[config.mk]
export PLATFORM = sky130hd
export DESIGN_NAME = axid_event_qualifier
export DESIGN_NICKNAME = d
export VERILOG_FILES = /design/src/rtl/axid_event_qualifier.sv
export SDC_FILE = /design/constraint.sdc
export NUM_CORES = 1
export LEC_CHECK = 0
export ABC_AREA = 1
export BUFFER_PORTS_ARGS = -buffer_cell sky130_fd_sc_hd__buf_2
export CAP_MARGIN = 20
export CORE_ASPECT_RATIO = 1.25
export CORE_UTILIZATION = 40
export CTS_CLUSTER_SIZE = 28
export DETAILED_ROUTE_END_ITERATION = 7
export MAX_ROUTING_LAYER = met4
export PLACE_DENSITY = 0.69
export SETUP_SLACK_MARGIN = 0.2
export SLEW_MARGIN = 20
export SYNTH_ARGS = -nofsm -noshare
export SYNTH_HDL_FRONTEND = slang
export SYNTH_SLANG_ARGS = --single-unit
[constraint.sdc]
create_clock -name clk -period 4 [get_ports clk]
set_input_delay 0.8 -clock clk [delete_from_list [all_inputs] [get_ports clk]]
set_output_delay 0.8 -clock clk [all_outputs]
set_load 0.01 [all_outputs]
[src/rtl/axid_event_qualifier.sv]
module axid_event_qualifier #(
  parameter int ID_W       = 4,
  parameter int NCNT       = 4,
  parameter int PEND_DEPTH = 4,
  parameter int PORT_W     = 2
) (
  input  logic                   clk,
  input  logic                   rst_n,
  input  logic                   ar_valid,
  input  logic                   ar_ready,
  input  logic [ID_W-1:0]        ar_id,
  input  logic                   aw_valid,
  input  logic                   aw_ready,
  input  logic [ID_W-1:0]        aw_id,
  input  logic                   r_valid,
  input  logic                   r_ready,
  input  logic [ID_W-1:0]        r_id,
  input  logic                   w_valid,
  input  logic                   w_ready,
  input  logic                   w_last,
  input  logic                   per_cnt_mode,
  input  logic [ID_W-1:0]        shared_id,
  input  logic [ID_W-1:0]        shared_mask,
  input  logic [NCNT*8-1:0]      ev_code,
  input  logic [NCNT*ID_W-1:0]   cnt_id,
  input  logic [NCNT*ID_W-1:0]   cnt_mask,
  input  logic [NCNT-1:0]        cnt_chan,
  input  logic [NCNT*PORT_W-1:0] cnt_port,
  output logic [NCNT-1:0]        cnt_pulse
);
  localparam int PW = (PEND_DEPTH > 1) ? $clog2(PEND_DEPTH) : 1;
  localparam logic [7:0] CODE_RD = 8'h41;
  localparam logic [7:0] CODE_WR = 8'h42;
  localparam logic [PW:0] FULL = (PW+1)'(PEND_DEPTH);

  logic ar_hs, aw_hs, r_hs, w_hs;
  assign ar_hs = ar_valid && ar_ready;
  assign aw_hs = aw_valid && aw_ready;
  assign r_hs  = r_valid && r_ready;
  assign w_hs  = w_valid && w_ready;

  logic [ID_W-1:0] pend_q [PEND_DEPTH];
  logic [PW-1:0]   wr_ptr, rd_ptr;
  logic [PW:0]     pend_cnt;
  logic            pend_have, push, pop;
  logic [ID_W-1:0] head_id;

  assign pend_have = (pend_cnt != '0) || aw_hs;
  assign head_id   = (pend_cnt != '0) ? pend_q[rd_ptr] : aw_id;
  assign pop       = w_hs && w_last && pend_have;
  assign push      = aw_hs && ((pend_cnt < FULL) || pop);

  function automatic logic [PW-1:0] nxt(input logic [PW-1:0] p);
    return (p == PW'(PEND_DEPTH-1)) ? '0 : p + 1'b1;
  endfunction

  always_ff @(posedge clk) if (push) pend_q[wr_ptr] <= aw_id;

  always_ff @(posedge clk or negedge rst_n) begin
    if (!rst_n) begin
      wr_ptr   <= '0;
      rd_ptr   <= '0;
      pend_cnt <= '0;
    end else begin
      if (push) wr_ptr <= nxt(wr_ptr);
      if (pop)  rd_ptr <= nxt(rd_ptr);
      pend_cnt <= pend_cnt + (PW+1)'(push) - (PW+1)'(pop);
    end
  end

  p_store_bound_r10: assert property (@(posedge clk) disable iff (!rst_n)
    pend_cnt <= FULL);
  p_no_overflow_r10: assert property (@(posedge clk) disable iff (!rst_n)
    (pend_cnt == FULL && !pop) |=> $stable(wr_ptr));

  function automatic logic id_hit(input logic [ID_W-1:0] a, input logic [ID_W-1:0] b,
                                  input logic [ID_W-1:0] m);
    return ((a ^ b) & m) == '0;
  endfunction

  for (genvar k = 0; k < NCNT; k++) begin : g_cnt
    logic            per, is_rd, is_wr, chan, port_ok, hit;
    logic [ID_W-1:0] ref_id, ref_mask;
    logic [7:0]      code;

    assign code     = ev_code[k*8 +: 8];
    assign per      = per_cnt_mode && (k != 0);
    assign is_rd    = code == CODE_RD;
    assign is_wr    = code == CODE_WR;
    assign ref_id   = per ? cnt_id[k*ID_W +: ID_W]   : shared_id;
    assign ref_mask = per ? cnt_mask[k*ID_W +: ID_W] : shared_mask;
    assign chan     = per && cnt_chan[k];
    assign port_ok  = !per || (cnt_port[k*PORT_W +: PORT_W] == '0);

    always_comb begin
      hit = 1'b0;
      if (port_ok) begin
        if (is_rd)
          hit = chan ? (r_hs && id_hit(r_id, ref_id, ref_mask))
                     : (ar_hs && id_hit(ar_id, ref_id, ref_mask));
        else if (is_wr)
          hit = chan ? (w_hs && pend_have && id_hit(head_id, ref_id, ref_mask))
                     : (aw_hs && id_hit(aw_id, ref_id, ref_mask));
      end
    end

    always_ff @(posedge clk or negedge rst_n)
      if (!rst_n) cnt_pulse[k] <= 1'b0;
      else        cnt_pulse[k] <= hit;

    p_pulse_needs_hs_r9: assert property (@(posedge clk) disable iff (!rst_n)
      cnt_pulse[k] |-> $past(ar_hs || aw_hs || r_hs || w_hs));
    p_code_gate_r2: assert property (@(posedge clk) disable iff (!rst_n)
      (code != CODE_RD && code != CODE_WR) |=> !cnt_pulse[k]);
    if (k != 0) begin : g_port
      p_port_gate_r8: assert property (@(posedge clk) disable iff (!rst_n)
        (per_cnt_mode && cnt_port[k*PORT_W +: PORT_W] != '0) |=> !cnt_pulse[k]);
    end else begin : g_zero
      p_cnt0_addr_r4: assert property (@(posedge clk) disable iff (!rst_n)
        cnt_pulse[0] |-> $past(ar_hs || aw_hs));
    end
  end
endmodule

# After elaboration in Yosys (flattened, before gate mapping)
# Memory sizes are Yosys's and may differ from the RTL's.
# Index checks and enable logic that the tools add are counted.
dict set report word_totals {
  wordCells 128
  in_bits 108
  out_inout_bits 4
  memories 1
  ramBits 16
  ff_bits 11
}
dict set report classes {
  mux 28
  n_lt_le_gt_ge 1
  reduce_logical 49
  bitwise_logic 28
  n_addsub 4
  n_eq_ne 10
}
# name depth width read_ports rd_clocked_by_memory_dff write_ports line_no
set memory_table {}
lappend memory_table {pend_q 4 4 1 0 1 42} ;# logic [ID_W-1:0] pend_q [PEND_DEPTH];
# cell count
set ops {}
lappend ops {{8-bit by 7-bit == test with 1-bit output (second input constant)} 8}
lappend ops {{4-bit AND} 14}
lappend ops {{4-bit zero test} 14}
lappend ops {{4-bit bitwise XOR} 14}
lappend ops {{4-bit 2-to-1 mux} 7}
lappend ops {{1-bit logical AND} 25}
lappend ops {{1-bit 2-to-1 mux} 19}
lappend ops {{2-bit zero test} 3}
lappend ops {{1-bit logical OR} 5}
lappend ops {{2-bit by 1-bit adder with 2-bit output (second input constant)} 2}
lappend ops {{2-bit == test (second input constant)} 2}
lappend ops {{2-bit 2-to-1 mux} 2}
lappend ops {{3-bit by 1-bit adder with 3-bit output} 1}
lappend ops {{3-bit less-than comparator (second input constant)} 1}
lappend ops {{3-bit nonzero test} 1}
lappend ops {{3-bit by 1-bit subtractor with 3-bit output} 1}
lappend ops {{1-bit zero test} 1}

# Logic depth before layout (Yosys ltp)
dict set report depth {
  word_depth 10
  ltp_mapped 13
  mapped_depth_nobuf 13
}

# Least setup slack after synthesis
# OpenSTA, ideal clock, no wires.
dict set report synth_path {
  kind {input to register}
  startpoint {input aw_valid}
  endpoint {register pend_cnt[2]}
  stages 13
  path_slack_ns 1.312
  n_path_buf 0
  arrival_ns 2.565
  setup_ns 0.123
  path_cell_list {nand2_1 > inv_1 > o211ai_1 > inv_1 > nand2_1 > a21oi_1 > inv_1 > ha_1 > inv_1 > ha_1 > inv_1 > fa_1 > xnor2_1}
}
dict set report synth_between {
  elab_chain_len 7
}
# element line_no
set synth_rtl {}
lappend synth_rtl {{start, declared} 12} ;# input logic aw_valid,
lappend synth_rtl {{1-bit logical AND (*)} 38} ;# assign aw_hs = aw_valid && aw_ready;
lappend synth_rtl {{1-bit logical OR} 48} ;# assign pend_have = (pend_cnt != '0) || aw_hs;
lappend synth_rtl {{1-bit logical AND} 50} ;# assign pop = w_hs && w_last && pend_have;
lappend synth_rtl {{1-bit logical OR} 51} ;# assign push = aw_hs && ((pend_cnt < FULL) || pop);
lappend synth_rtl {{1-bit logical AND} 51}
lappend synth_rtl {{3-bit by 1-bit adder with 3-bit output} 67} ;# pend_cnt <= pend_cnt + (PW+1)'(push) - (PW+1)'(pop);
lappend synth_rtl {{3-bit by 1-bit subtractor with 3-bit output (*)} 67}
lappend synth_rtl {{end signal, assigned} 67}
lappend synth_rtl {{end, declared} 44} ;# logic [PW:0] pend_cnt;
# Every way passes the cells marked *; elsewhere a longest branch is shown, timed or not.
# A chain may end at the register's enable or synchronous reset.

# Worst setup path after layout
# Ends and elaborated chain as after synthesis.

==> impl_metrics.env <==
export IMPL_status="finished, final reports clean"
export IMPL_hold_viol=0
export IMPL_synthTopCellsByCount="sky130_fd_sc_hd__nand2_1 (188), sky130_fd_sc_hd__nand3_1 (88), sky130_fd_sc_hd__inv_1 (60)"
export IMPL_wire_length_reported_by_the_detailed_router_mm=8.89
export IMPL_tightest_slew_ns=0.547
export IMPL_sink_count=27
export IMPL_setup_worst_path_start="aw_valid"
export IMPL_worstSetupPathType="input port to register"
export IMPL_grt_first_pass_wirelength_mm=14.1
export IMPL_startpoint_of_the_worst_register_to_register_path="pend_cnt[1]"
export IMPL_period_needed_ns=2.79
export IMPL_synthesized_instance_count=479
export IMPL_io_buffer_count=100
export IMPL_critPathMaxFanout=6
export IMPL_post_route_cells_drive_above_1_share=0.212
export IMPL_fin_total_pwr_mw=1.19
export IMPL_worst_hold_path_type="input port to asynchronous set/reset pin"
export IMPL_wire_length_per_cell_um=13.3
export IMPL_layout_worst_path_cycle_share=0.699
export IMPL_detail_route_iter0_violations=149
export IMPL_power_leakage_nw=1.89
export IMPL_cts_buffers=3
export IMPL_fin_worst_skew_ns=0.00144
export IMPL_grt_max_degree=33
export IMPL_synthMostInstantiatedCell="sky130_fd_sc_hd__nand2_1"
export IMPL_synth_flop_cell="sky130_fd_sc_hd__edfxtp_1"
export IMPL_cts_setup_buffers=0
export IMPL_drc=0
export IMPL_routabilityCongestion=0.991
export IMPL_reg2reg_slack_ns=1.38
export IMPL_worstSetupStartpointType="input port"
export IMPL_yosys_register_bits=27
export IMPL_synth_cell_area_sq_um=2790
export IMPL_cap_violations=0
export IMPL_worstSetupEndpoint="pend_cnt[2]"
export IMPL_rows=33
export IMPL_post_cts_hold_buffer_count=0
export IMPL_synthDominantAreaCellType="sky130_fd_sc_hd__nand2_1"
export IMPL_cts_tree="yes"
export IMPL_maxSlewHeadroom=0.635
export IMPL_maxClockFrequency_ghz=0.358
export IMPL_synthDistinctLibCells=26
export IMPL_total_half_perimeter_wirelength_after_legalization_and_detailed_placement_mm=7.47
export IMPL_regToRegEndpoint="pend_cnt[2]"
export IMPL_initial_core_util=0.419
export IMPL_global_route_overflow_total=0
export IMPL_setup_violations_final=0
export IMPL_clock_edge_transition_at_the_registers_on_the_reported_setup_and_hold_paths_ns=0.09
export IMPL_post_place_cells=663
export IMPL_async_flop_share=0.407
export IMPL_seq_total_area_yosys=0.271
export IMPL_netlist_area_leader_share=0.253
export IMPL_postRouteAntennaNets=0
export IMPL_final_core_utilization=0.515
export IMPL_num_antenna_cells=0
export IMPL_cts_path_max_buffers=2
export IMPL_final_cells=667
export IMPL_floorplan_io_pins=112
export IMPL_syn_area_per_cell_sq_um=5.82
export IMPL_tns_ns=0
export IMPL_endpoint_kind="register"
export IMPL_die_h_um=95.3
export IMPL_mappedNetlistNets=595
export IMPL_vias=3401
export IMPL_dieArea_sq_um=7310
export IMPL_r2r_worst_path_cells=13
export IMPL_power_density_nw_per_um2=348
export IMPL_grt_use_total=0.255
export IMPL_max_slew_violation_count=0
export IMPL_synth_top_cells_by_area="sky130_fd_sc_hd__nand2_1 (25%), sky130_fd_sc_hd__edfxtp_1 (17%), sky130_fd_sc_hd__nand3_1 (16%)"
export IMPL_post_detailed_route_via_to_cell_ratio=5.10
export IMPL_layout_area_overhead_vs_synth_pct=22.9
export IMPL_antenna_found_initial=0
export IMPL_worst_endpoint_arrival_ns=2.96
export IMPL_grt_setup_unrepaired="false"
export IMPL_synth_yosys_warnings=0
export IMPL_via_count_of_the_first_global_routing_pass=3135
export IMPL_worst_ep_required_time_ns=4.17
export IMPL_cts_max_level=1
export IMPL_drt_pre_antenna_iters=5
export IMPL_area_of_the_placeable_core_sq_um=6650
export IMPL_clk_root_buffer_cell="sky130_fd_sc_hd__clkbuf_8"
export IMPL_layout_nets=697
export IMPL_fp_dieW_um=76.7
export IMPL_whs_ns=0.391
export IMPL_vdd_ir_drop_max_v=0.000155
export IMPL_clk_latency_ns=0.27
export IMPL_synth_edf_count=16
export IMPL_cts_repair_resize_count=0
-- area by class of cell --
cell class	count	area, sq um
Fill cell	719	3220
Multi-Input combinational cell	375	1730
Sequential cell	27	756
Timing Repair Buffer	101	508
Inverter	73	274
Tap cell	87	109
Clock buffer	3	41.3
Clock inverter	1	5.00
-- placed cells by master, fill, tap and decap left out, types with 9 or more instances in the layout --
cell                         n
sky130_fd_sc_hd__nand3_1    88
sky130_fd_sc_hd__nand4_1     9
sky130_fd_sc_hd__nor2_1     29
sky130_fd_sc_hd__buf_2     100
sky130_fd_sc_hd__inv_1      60
sky130_fd_sc_hd__inv_2      13
sky130_fd_sc_hd__nand2_1   188
sky130_fd_sc_hd__o21ai_0    15
sky130_fd_sc_hd__edfxtp_1   16
sky130_fd_sc_hd__dfrtp_1    11
-- registers in the layout, summed over array words and instances, names as in the netlist --
register / cells
cnt_pulse: 4
pend_cnt: 3
pend_q: 16
rd_ptr: 2
wr_ptr: 2
-- cell families (layout without fill, tap and decap cells) --
group,count (synthesis),in the layout,share of synthesized area
and+or+nand+nor,331,331,0.507
buffers and inverters,77,178,0.107
AOI/OAI and AO/OA,34,34,0.0700
DFF,27,27,0.271
adders and majority gates,8,8,0.0386
xor gates and xnor gates,2,2,0.00629
-- layer usage --
layer | vias to the layer above | wire length [um] | track usage | share of wire
met4 | 0 | 283 | 0.122 | 0.032
met1 | 1522 | 3660 | 0.285 | 0.41
met5 | - | 0 | - | 0
met2 | 107 | 4550 | 0.464 | 0.51
met3 | 19 | 390 | 0.0211 | 0.044
li1 | 1753 | - | - | -
-- metrics by stage --
stage                     instance area [sq um]  worst slack, ns
final                                      3420             1.21
after global routing                       3420            0.988
after CTS                                  3420             1.20
after detailed placement                   3380            0.897
after global placement                     3380            0.975
after floorplan                            2790             1.31
-- report_power, final --
part / internal (mW) / total [mW] / switching, mW / leakage [nW]
sequential: 0.345 / 0.397 / 0.0524 / 0.285
combinational: 0.225 / 0.639 / 0.414 / 1.58
clock: 0.0698 / 0.155 / 0.0854 / 0.0255
total: 0.640 / 1.19 / 0.552 / 1.89
-- critical path, cell delays in order --
cell and delay, ns:
sky130_fd_sc_hd__buf_2 0.07, sky130_fd_sc_hd__nand2_1 0.04, sky130_fd_sc_hd__buf_4 0.16, sky130_fd_sc_hd__inv_1 0.05, sky130_fd_sc_hd__o211ai_1 0.08, sky130_fd_sc_hd__inv_1 0.14
sky130_fd_sc_hd__nand2_1 0.09, sky130_fd_sc_hd__a21oi_1 0.30, sky130_fd_sc_hd__inv_1 0.16, sky130_fd_sc_hd__ha_1 0.31, sky130_fd_sc_hd__inv_1 0.06, sky130_fd_sc_hd__ha_1 0.14
sky130_fd_sc_hd__inv_1 0.05, sky130_fd_sc_hd__fa_1 0.37, sky130_fd_sc_hd__xnor2_1 0.13
-- how the worst min path moves through the flow --
| stage | endpoint | cells after the start |
|---|---|---|
| 2_1_floorplan | pend_cnt[0] | 1 |
| 3_3_place_gp | pend_cnt[0] | 1 |
| 3_5_place_dp | pend_cnt[0] | 1 |
| 4_1_cts | cnt_pulse[0] | 1 |
| 5_1_grt | cnt_pulse[0] | 1 |
| 6_report | cnt_pulse[0] | 1 |
No activity file was read; power rests on OpenSTA's default activity.
